<file path="src/rtl/dac_seq_pkg.sv">
package dac_seq_pkg;
  typedef enum logic [2:0] {
    S_IDLE,
    S_START,
    S_FRAME,
    S_GAP,
    S_LOAD,
    S_SETTLE
  } seq_state_e;
endpackage

</file>
<file path="src/rtl/dac_shadow_regs.sv">
module dac_shadow_regs #(
  parameter int NUM_CH = 32,
  parameter int DATA_W = 12,
  parameter int AW     = $clog2(NUM_CH)
) (
  input  logic              clk,
  input  logic              rst_n,
  input  logic              mid_load,
  input  logic              we,
  input  logic [AW-1:0]     waddr,
  input  logic [DATA_W-1:0] wdata,
  input  logic [AW-1:0]     raddr,
  output logic [DATA_W-1:0] rdata
);
  localparam logic [DATA_W-1:0] MID = {1'b1, {(DATA_W-1){1'b0}}};

  logic [DATA_W-1:0] regs [NUM_CH];

  // mid-scale preset outranks a host write in the same cycle
  always_ff @(posedge clk or negedge rst_n) begin
    if (!rst_n) begin
      for (int i = 0; i < NUM_CH; i++) regs[i] <= MID;
    end else if (mid_load) begin
      for (int i = 0; i < NUM_CH; i++) regs[i] <= MID;
    end else if (we) begin
      regs[waddr] <= wdata;
    end
  end

  assign rdata = regs[raddr];

  p_mid_preset_r9: assert property (@(posedge clk) disable iff (!rst_n)
    mid_load |=> (regs[0] == MID && regs[NUM_CH-1] == MID));
endmodule

</file>
<file path="src/rtl/dac_frame_shifter.sv">
module dac_frame_shifter #(
  parameter int FRAME_W = 16,
  parameter int HALF    = 2
) (
  input  logic               clk,
  input  logic               rst_n,
  input  logic               start,
  input  logic               abort,
  input  logic [FRAME_W-1:0] frame,
  output logic               active,
  output logic               sclk,
  output logic               sdi,
  output logic               done
);
  localparam int DIV_W = $clog2(HALF + 1);
  localparam int BIT_W = $clog2(FRAME_W);

  logic               active_q, sclk_q, done_q;
  logic [DIV_W-1:0]   div_q;
  logic [BIT_W-1:0]   bit_q;
  logic [FRAME_W-1:0] sh_q;

  always_ff @(posedge clk or negedge rst_n) begin
    if (!rst_n) begin
      active_q <= 1'b0;
      sclk_q   <= 1'b0;
      done_q   <= 1'b0;
      div_q    <= '0;
      bit_q    <= '0;
      sh_q     <= '0;
    end else begin
      done_q <= 1'b0;
      if (abort) begin
        active_q <= 1'b0;
        sclk_q   <= 1'b0;
      end else if (start) begin
        active_q <= 1'b1;
        sclk_q   <= 1'b0;
        div_q    <= '0;
        bit_q    <= '0;
        sh_q     <= frame;
      end else if (active_q) begin
        if (div_q == DIV_W'(HALF - 1)) begin
          div_q <= '0;
          if (!sclk_q) begin
            sclk_q <= 1'b1;
          end else begin
            // falling edge: advance to next bit or close the frame
            sclk_q <= 1'b0;
            if (bit_q == BIT_W'(FRAME_W - 1)) begin
              active_q <= 1'b0;
              done_q   <= 1'b1;
            end else begin
              bit_q <= bit_q + 1'b1;
              sh_q  <= {sh_q[FRAME_W-2:0], 1'b0};
            end
          end
        end else begin
          div_q <= div_q + 1'b1;
        end
      end
    end
  end

  assign active = active_q;
  assign sclk   = sclk_q;
  assign sdi    = active_q & sh_q[FRAME_W-1];
  assign done   = done_q;

  p_start_low_r2: assert property (@(posedge clk) disable iff (!rst_n)
    (start && !abort) |=> (active && !sclk));
  p_sdi_stable_r2: assert property (@(posedge clk) disable iff (!rst_n)
    (sclk && $past(sclk)) |-> $stable(sdi));
  p_abort_quiet_r9: assert property (@(posedge clk) disable iff (!rst_n)
    abort |=> (!active && !sclk));
endmodule

</file>
<file path="src/rtl/dac_bank_seq.sv">
module dac_bank_seq
  import dac_seq_pkg::*;
#(
  parameter int NUM_BANKS     = 8,
  parameter int CH_PER_BANK   = 4,
  parameter int DATA_W        = 12,
  parameter int FRAME_W       = 16,
  parameter int SCLK_HALF     = 2,
  parameter int SETTLE_CYCLES = 1000,
  parameter int CH_AW         = $clog2(NUM_BANKS * CH_PER_BANK)
) (
  input  logic                 clk,
  input  logic                 rst_n,
  input  logic                 wr_valid,
  output logic                 wr_ready,
  input  logic [CH_AW-1:0]     wr_addr,
  input  logic [DATA_W-1:0]    wr_data,
  input  logic                 upd_req,
  input  logic                 mid_req,
  output logic                 busy,
  output logic                 sclk,
  output logic                 sdi,
  output logic [NUM_BANKS-1:0] cs_n,
  output logic [NUM_BANKS-1:0] ldac_n
);
  localparam int NUM_CH = NUM_BANKS * CH_PER_BANK;
  localparam int BANK_W = (NUM_BANKS > 1) ? $clog2(NUM_BANKS) : 1;
  localparam int CSEL_W = (CH_PER_BANK > 1) ? $clog2(CH_PER_BANK) : 1;
  localparam int TMR_W  = $clog2(SETTLE_CYCLES + SCLK_HALF + 1);

  seq_state_e         state_q;
  logic [BANK_W-1:0]  bank_q;
  logic [CSEL_W-1:0]  ch_q;
  logic [TMR_W-1:0]   tmr_q;
  logic [CH_AW-1:0]   rd_addr;
  logic [DATA_W-1:0]  rd_data;
  logic [FRAME_W-1:0] frame_w;
  logic               sh_active, sh_done, sh_start;

  assign wr_ready = (state_q == S_IDLE);
  assign busy     = (state_q != S_IDLE);
  assign rd_addr  = CH_AW'(bank_q) * CH_AW'(CH_PER_BANK) + CH_AW'(ch_q);
  assign sh_start = (state_q == S_START) && !mid_req;

  always_comb begin
    frame_w = '0;
    frame_w[FRAME_W-1 -: CSEL_W] = ch_q;
    frame_w[DATA_W-1:0] = rd_data;
  end

  dac_shadow_regs #(.NUM_CH(NUM_CH), .DATA_W(DATA_W), .AW(CH_AW)) u_shadow (
    .clk(clk), .rst_n(rst_n), .mid_load(mid_req),
    .we(wr_valid && wr_ready), .waddr(wr_addr), .wdata(wr_data),
    .raddr(rd_addr), .rdata(rd_data)
  );

  dac_frame_shifter #(.FRAME_W(FRAME_W), .HALF(SCLK_HALF)) u_shift (
    .clk(clk), .rst_n(rst_n), .start(sh_start), .abort(mid_req),
    .frame(frame_w), .active(sh_active), .sclk(sclk), .sdi(sdi), .done(sh_done)
  );

  // reset releases into a mid-scale transfer (shadows already at mid)
  always_ff @(posedge clk or negedge rst_n) begin
    if (!rst_n) begin
      state_q <= S_START;
      bank_q  <= '0;
      ch_q    <= '0;
      tmr_q   <= '0;
    end else if (mid_req) begin
      state_q <= S_START;
      bank_q  <= '0;
      ch_q    <= '0;
      tmr_q   <= '0;
    end else begin
      unique case (state_q)
        S_IDLE: if (upd_req) begin
          state_q <= S_START;
          bank_q  <= '0;
          ch_q    <= '0;
        end
        S_START: state_q <= S_FRAME;
        S_FRAME: if (sh_done) begin
          state_q <= S_GAP;
          tmr_q   <= '0;
        end
        S_GAP: if (tmr_q == TMR_W'(SCLK_HALF - 1)) begin
          tmr_q <= '0;
          if (ch_q == CSEL_W'(CH_PER_BANK - 1)) state_q <= S_LOAD;
          else begin
            ch_q    <= ch_q + 1'b1;
            state_q <= S_START;
          end
        end else tmr_q <= tmr_q + 1'b1;
        S_LOAD: if (tmr_q == TMR_W'(SCLK_HALF - 1)) begin
          tmr_q <= '0;
          if (bank_q == BANK_W'(NUM_BANKS - 1)) state_q <= S_SETTLE;
          else begin
            bank_q  <= bank_q + 1'b1;
            ch_q    <= '0;
            state_q <= S_START;
          end
        end else tmr_q <= tmr_q + 1'b1;
        S_SETTLE: if (tmr_q == TMR_W'(SETTLE_CYCLES - 1)) state_q <= S_IDLE;
                  else tmr_q <= tmr_q + 1'b1;
        default: state_q <= S_IDLE;
      endcase
    end
  end

  for (genvar b = 0; b < NUM_BANKS; b++) begin : g_bank
    assign cs_n[b]   = !(sh_active && bank_q == BANK_W'(b));
    assign ldac_n[b] = !(state_q == S_LOAD && bank_q == BANK_W'(b));
  end

  p_cs_onehot_r4: assert property (@(posedge clk) disable iff (!rst_n)
    $onehot0(~cs_n));
  p_sclk_idle_r4: assert property (@(posedge clk) disable iff (!rst_n)
    (cs_n == '1) |-> !sclk);
  p_ldac_cs_excl_r5: assert property (@(posedge clk) disable iff (!rst_n)
    (ldac_n != '1) |-> (cs_n == '1));
  p_mid_restart_r9: assert property (@(posedge clk) disable iff (!rst_n)
    mid_req |=> (busy && cs_n == '1 && ldac_n == '1));
  p_idle_hold_r8: assert property (@(posedge clk) disable iff (!rst_n)
    (!busy && !upd_req && !mid_req) |=> !busy);
endmodule

</file>
<file path="config.mk">
export PLATFORM = sky130hd
export DESIGN_NAME = dac_bank_seq
export DESIGN_NICKNAME = d
export VERILOG_FILES = /design/src/rtl/dac_seq_pkg.sv /design/src/rtl/dac_shadow_regs.sv /design/src/rtl/dac_frame_shifter.sv /design/src/rtl/dac_bank_seq.sv
export SDC_FILE = /design/constraint.sdc
export NUM_CORES = 1
export LEC_CHECK = 0
export BUFFER_PORTS_ARGS = -buffer_cell sky130_fd_sc_hd__buf_4
export CORE_MARGIN = 4
export CORE_UTILIZATION = 59
export DETAILED_ROUTE_END_ITERATION = 12
export HOLD_SLACK_MARGIN = 0.1
export PLACE_DENSITY = 0.76
export SLEW_MARGIN = 15
export SYNTH_ARGS = -nofsm -noshare
export SYNTH_HDL_FRONTEND = slang
export SYNTH_SLANG_ARGS = --single-unit
export TNS_END_PERCENT = 5
</file>
<file path="constraint.sdc">
create_clock -name clk -period 4.2 [get_ports clk]
set_clock_uncertainty 0.1 [all_clocks]
set_input_delay 0.42 -clock clk [delete_from_list [all_inputs] [get_ports clk]]
set_output_delay 0.42 -clock clk [all_outputs]
set_load 0.02 [all_outputs]
</file>
==> results_dict.tcl <==
set metrics [dict create \
    p_comb_frac 0.110 \
    rsz0062_at_grt "no" \
    route.detailed.drc 0 \
    synth_area_um2 20300 \
    grt_max_degree 110 \
    synth.top_cell.area_share 0.486 \
    fin_ws_ns 1.22 \
    io_pins 42 \
    cts_resized 0 \
    synth.avg_cell_area_um2 12.2 \
    area_growth_pct 8.96 \
    status "completed" \
    totalWireLength_um 56300 \
    synth_nets 1701 \
    yosysWarnings 0 \
    cts_root_buffer "clkbuf_16" \
    layout_commonest_cell "dfrtp_1" \
    num_vias 14900 \
    die_area_um2 37400 \
    cts_setup_buffers 0 \
    crit_chain "inv_1 -> ha_1 -> nand3_1 -> buf_4" \
    ant_nets 0 \
    switchingPower_uw 2400 \
    die_y_um 193 \
    final_max_slew_viol_count 0 \
    ir_worst_vdd_mv 0.377 \
    tightest_slew_ns 1.28 \
    critPathRequiredTime_ns 3.68 \
    first_global_vias 14700 \
    powerDensity_nw_per_um2 420 \
    cp_top_family "flip-flops" \
    r2r_start "ch_q[1]$_DFFE_PN0P_" \
    synthCells 1669 \
    arrival_ns 2.46 \
    clkPwrFrac 0.429 \
    cts_tree "done" \
    first_iter_violations 2001 \
    overflow 0 \
    ys_types 70 \
    setup_viol 0 \
    setup_tns_ns 0 \
    drive_gt1_frac 0.151 \
    clkSinkCount 427 \
    crit_slowest_cell "dfrtp_1" \
    antenna_found_initial 2 \
    fillCellCount 2453 \
    min_from "upd_req" \
    pwr-share-seq 0.461 \
    ys_seq_area_frac 0.529 \
    nets 1679 \
    dp_slack_ns 1.12 \
    grtUsageTotal 0.297 \
    clock_latency_ns 0.56 \
    worst-path-buf-inv 2 \
    leakage_uw 0.00978 \
    die_w_um 193 \
    worstReg2RegEnd "u_shift.sh_q[1]$_DFFE_PN0P_" \
    wl_per_cell_um 26.5 \
    relSlewSlack 0.147 \
    holdPathEnd "ch_q[0]$_DFFE_PN0P_" \
    gp_congestion 0.938 \
    end_kind "output port" \
    fmax_ghz 0.335 \
    maxCapViolations 0 \
    min_delay_path_depth 4 \
    rows 67 \
    internal-power_uw 6880 \
    synth-edff-count 0 \
    clkTransAtPathRegs_ns 0.06 \
    startpoint_type "register" \
    period_share 0.711 \
    io_buffer_count 41 \
    layout_min_cycle_time_ns 2.98 \
    clockBufferDepth 3 \
    firstDrtPassIters 7 \
    vias_per_cell 6.98 \
    h-tree-depth 2 \
    start_util 0.602 \
    synthTopCellsByArea "dfrtp_1 (49%), a22o_1 (16%), mux2i_1 (8.6%)" \
    core_area_um2 33700 \
    crit_type "reg -> out" \
    yosysTopAreaCell "dfrtp_1" \
    switching_share 0.258 \
    cp_max_fo 18 \
    hold_path.class "in -> reg" \
    cpPeakStageDelay_ns 0.96 \
    grt_pass1_wl_um 89200 \
    ys.flop_type "dfrtp_1" \
    reg2reg_slack_ns 1.29 \
    cts-buffers-inserted 45 \
    async_flop_share 1.00 \
    place.detailed.hpwl_um 35300 \
    hold_violations 0 \
    synth_seq_cells 427 \
    worst_r2r_path_depth 5 \
    diodes 0 \
    final_cell_mix "dfrtp_1 (393), a22o_1 (378), mux2i_1 (175), nand2_1 (84), buf_4 (84)" \
]
-- power groups by stage --
stage          logic [uW]  registers [uW]  clock network [uW]
3_3_place_gp          973            4340                   0
2_1_floorplan         719            4290                   0
3_5_place_dp          989            4350                   0
4_1_cts              1000            4280                4020
5_1_grt              1080            4290                4200
6_report             1020            4280                3980
-- final cells by class --
| type | count | area, um2 | share of cell area |
|---|---|---|---|
| Clock inverter | 16 | 158 | 0.00713 |
| Inverter | 42 | 158 | 0.00713 |
| Multi-Input combinational cell | 1026 | 8280 | 0.374 |
| Tap cell | 448 | 561 | 0.0253 |
| Clock buffer | 65 | 1310 | 0.0593 |
| Timing Repair Buffer | 105 | 916 | 0.0414 |
| Sequential cell | 427 | 10700 | 0.485 |
-- cell families (layout without fill, tap and decap cells) --
group | Yosys count | in the layout | synth area share
mux | 200 | 200 | 0.109
flops | 427 | 427 | 0.529
compound gates | 577 | 577 | 0.230
buf+inv | 216 | 228 | 0.0650
simple gates | 235 | 235 | 0.0587
fa+ha+maj | 10 | 10 | 0.00617
xor+xnor | 4 | 4 | 0.00173
-- metrics by stage --
stage | hold slack (ns) | power, uW | util | std cells | instance area (um2)
2_1_floorplan | 0.0244 | 5010 | - | 1669 | 20300
4_1_cts | 0.227 | 9300 | 0.656 | 2129 | 22100
5_1_grt | 0.276 | 9570 | 0.656 | 2129 | 22100
3_3_place_gp | 0.357 | 5320 | 0.608 | 2035 | 20500
6_report | 0.257 | 9280 | 0.656 | 2129 | 22100
3_5_place_dp | 0.363 | 5340 | 0.608 | 2035 | 20500
-- cell usage after synthesis (10+ instances only) --
cell and count:
a22oi_1 30, dfstp_2 33, a21oi_1 60, o21ai_0 10
nor2b_1 11, nand2_1 84, nor2_1 57, buf_6 52
ha_1 10, clkbuf_1 72, buf_2 34, a22o_1 378
o31ai_1 17, mux4_2 10, mux2i_1 175, mux2_2 10
and2_4 11, o22ai_1 20, a221oi_1 41, nand3_1 16
dfrtp_1 394, inv_1 42
-- worst register-to-register path: cells and delay by family, from the launching register on --
kind | cells | cell delay (ns)
DFF | 1 | 0.86
buffers and inverters | 2 | 0.59
muxes | 1 | 0.38
AOI/OAI and AO/OA | 2 | 0.81
-- state kept, by name (all words and copies together), names as in the netlist --
signal and flops:
tmr_q 10, u_shadow.regs 384, u_shift.sclk 1, state_q 3
ch_q 2, u_shift.div_q 2, u_shift.done 1, u_shift.bit_q 4
u_shift.sh_q 16, bank_q 3, u_shift.active 1
-- how the worst max path moves through the flow --
stage                           startpoint  slack (ns)  cells past startpoint                             end
global placement    state_q[1]$_DFFE_PN0P_        1.24                      4  u_shadow.regs[336]$_DFFE_PN0P_
floorplan           state_q[1]$_DFFE_PN0P_        2.01                      6             ch_q[0]$_DFFE_PN0P_
finish               bank_q[0]$_DFFE_PN0P_        1.22                      4                       ldac_n[6]
CTS                 state_q[1]$_DFFE_PN0P_        1.09                      4  u_shadow.regs[108]$_DFFE_PN0P_
global route         bank_q[0]$_DFFE_PN0P_        1.14                      4                       ldac_n[6]
detailed placement  state_q[1]$_DFFE_PN0P_        1.12                      4  u_shadow.regs[204]$_DFFE_PN0P_
-- metal layers --
| layer | up-vias | global-route usage | share of wire |
|---|---|---|---|
| met5 | - | 0 | 0.00055 |
| met4 | 4 | 0.107 | 0.036 |
| met3 | 145 | 0.0600 | 0.089 |
| met2 | 812 | 0.432 | 0.45 |
| met1 | 7621 | 0.447 | 0.43 |
| li1 | 6289 | - | - |
-- what timing repair did --
action,CTS,global route
hold endpoints to repair,102,0
setup endpoints to repair,0,0
hold buffers,13,0
No activity file was read; power rests on OpenSTA's default activity.
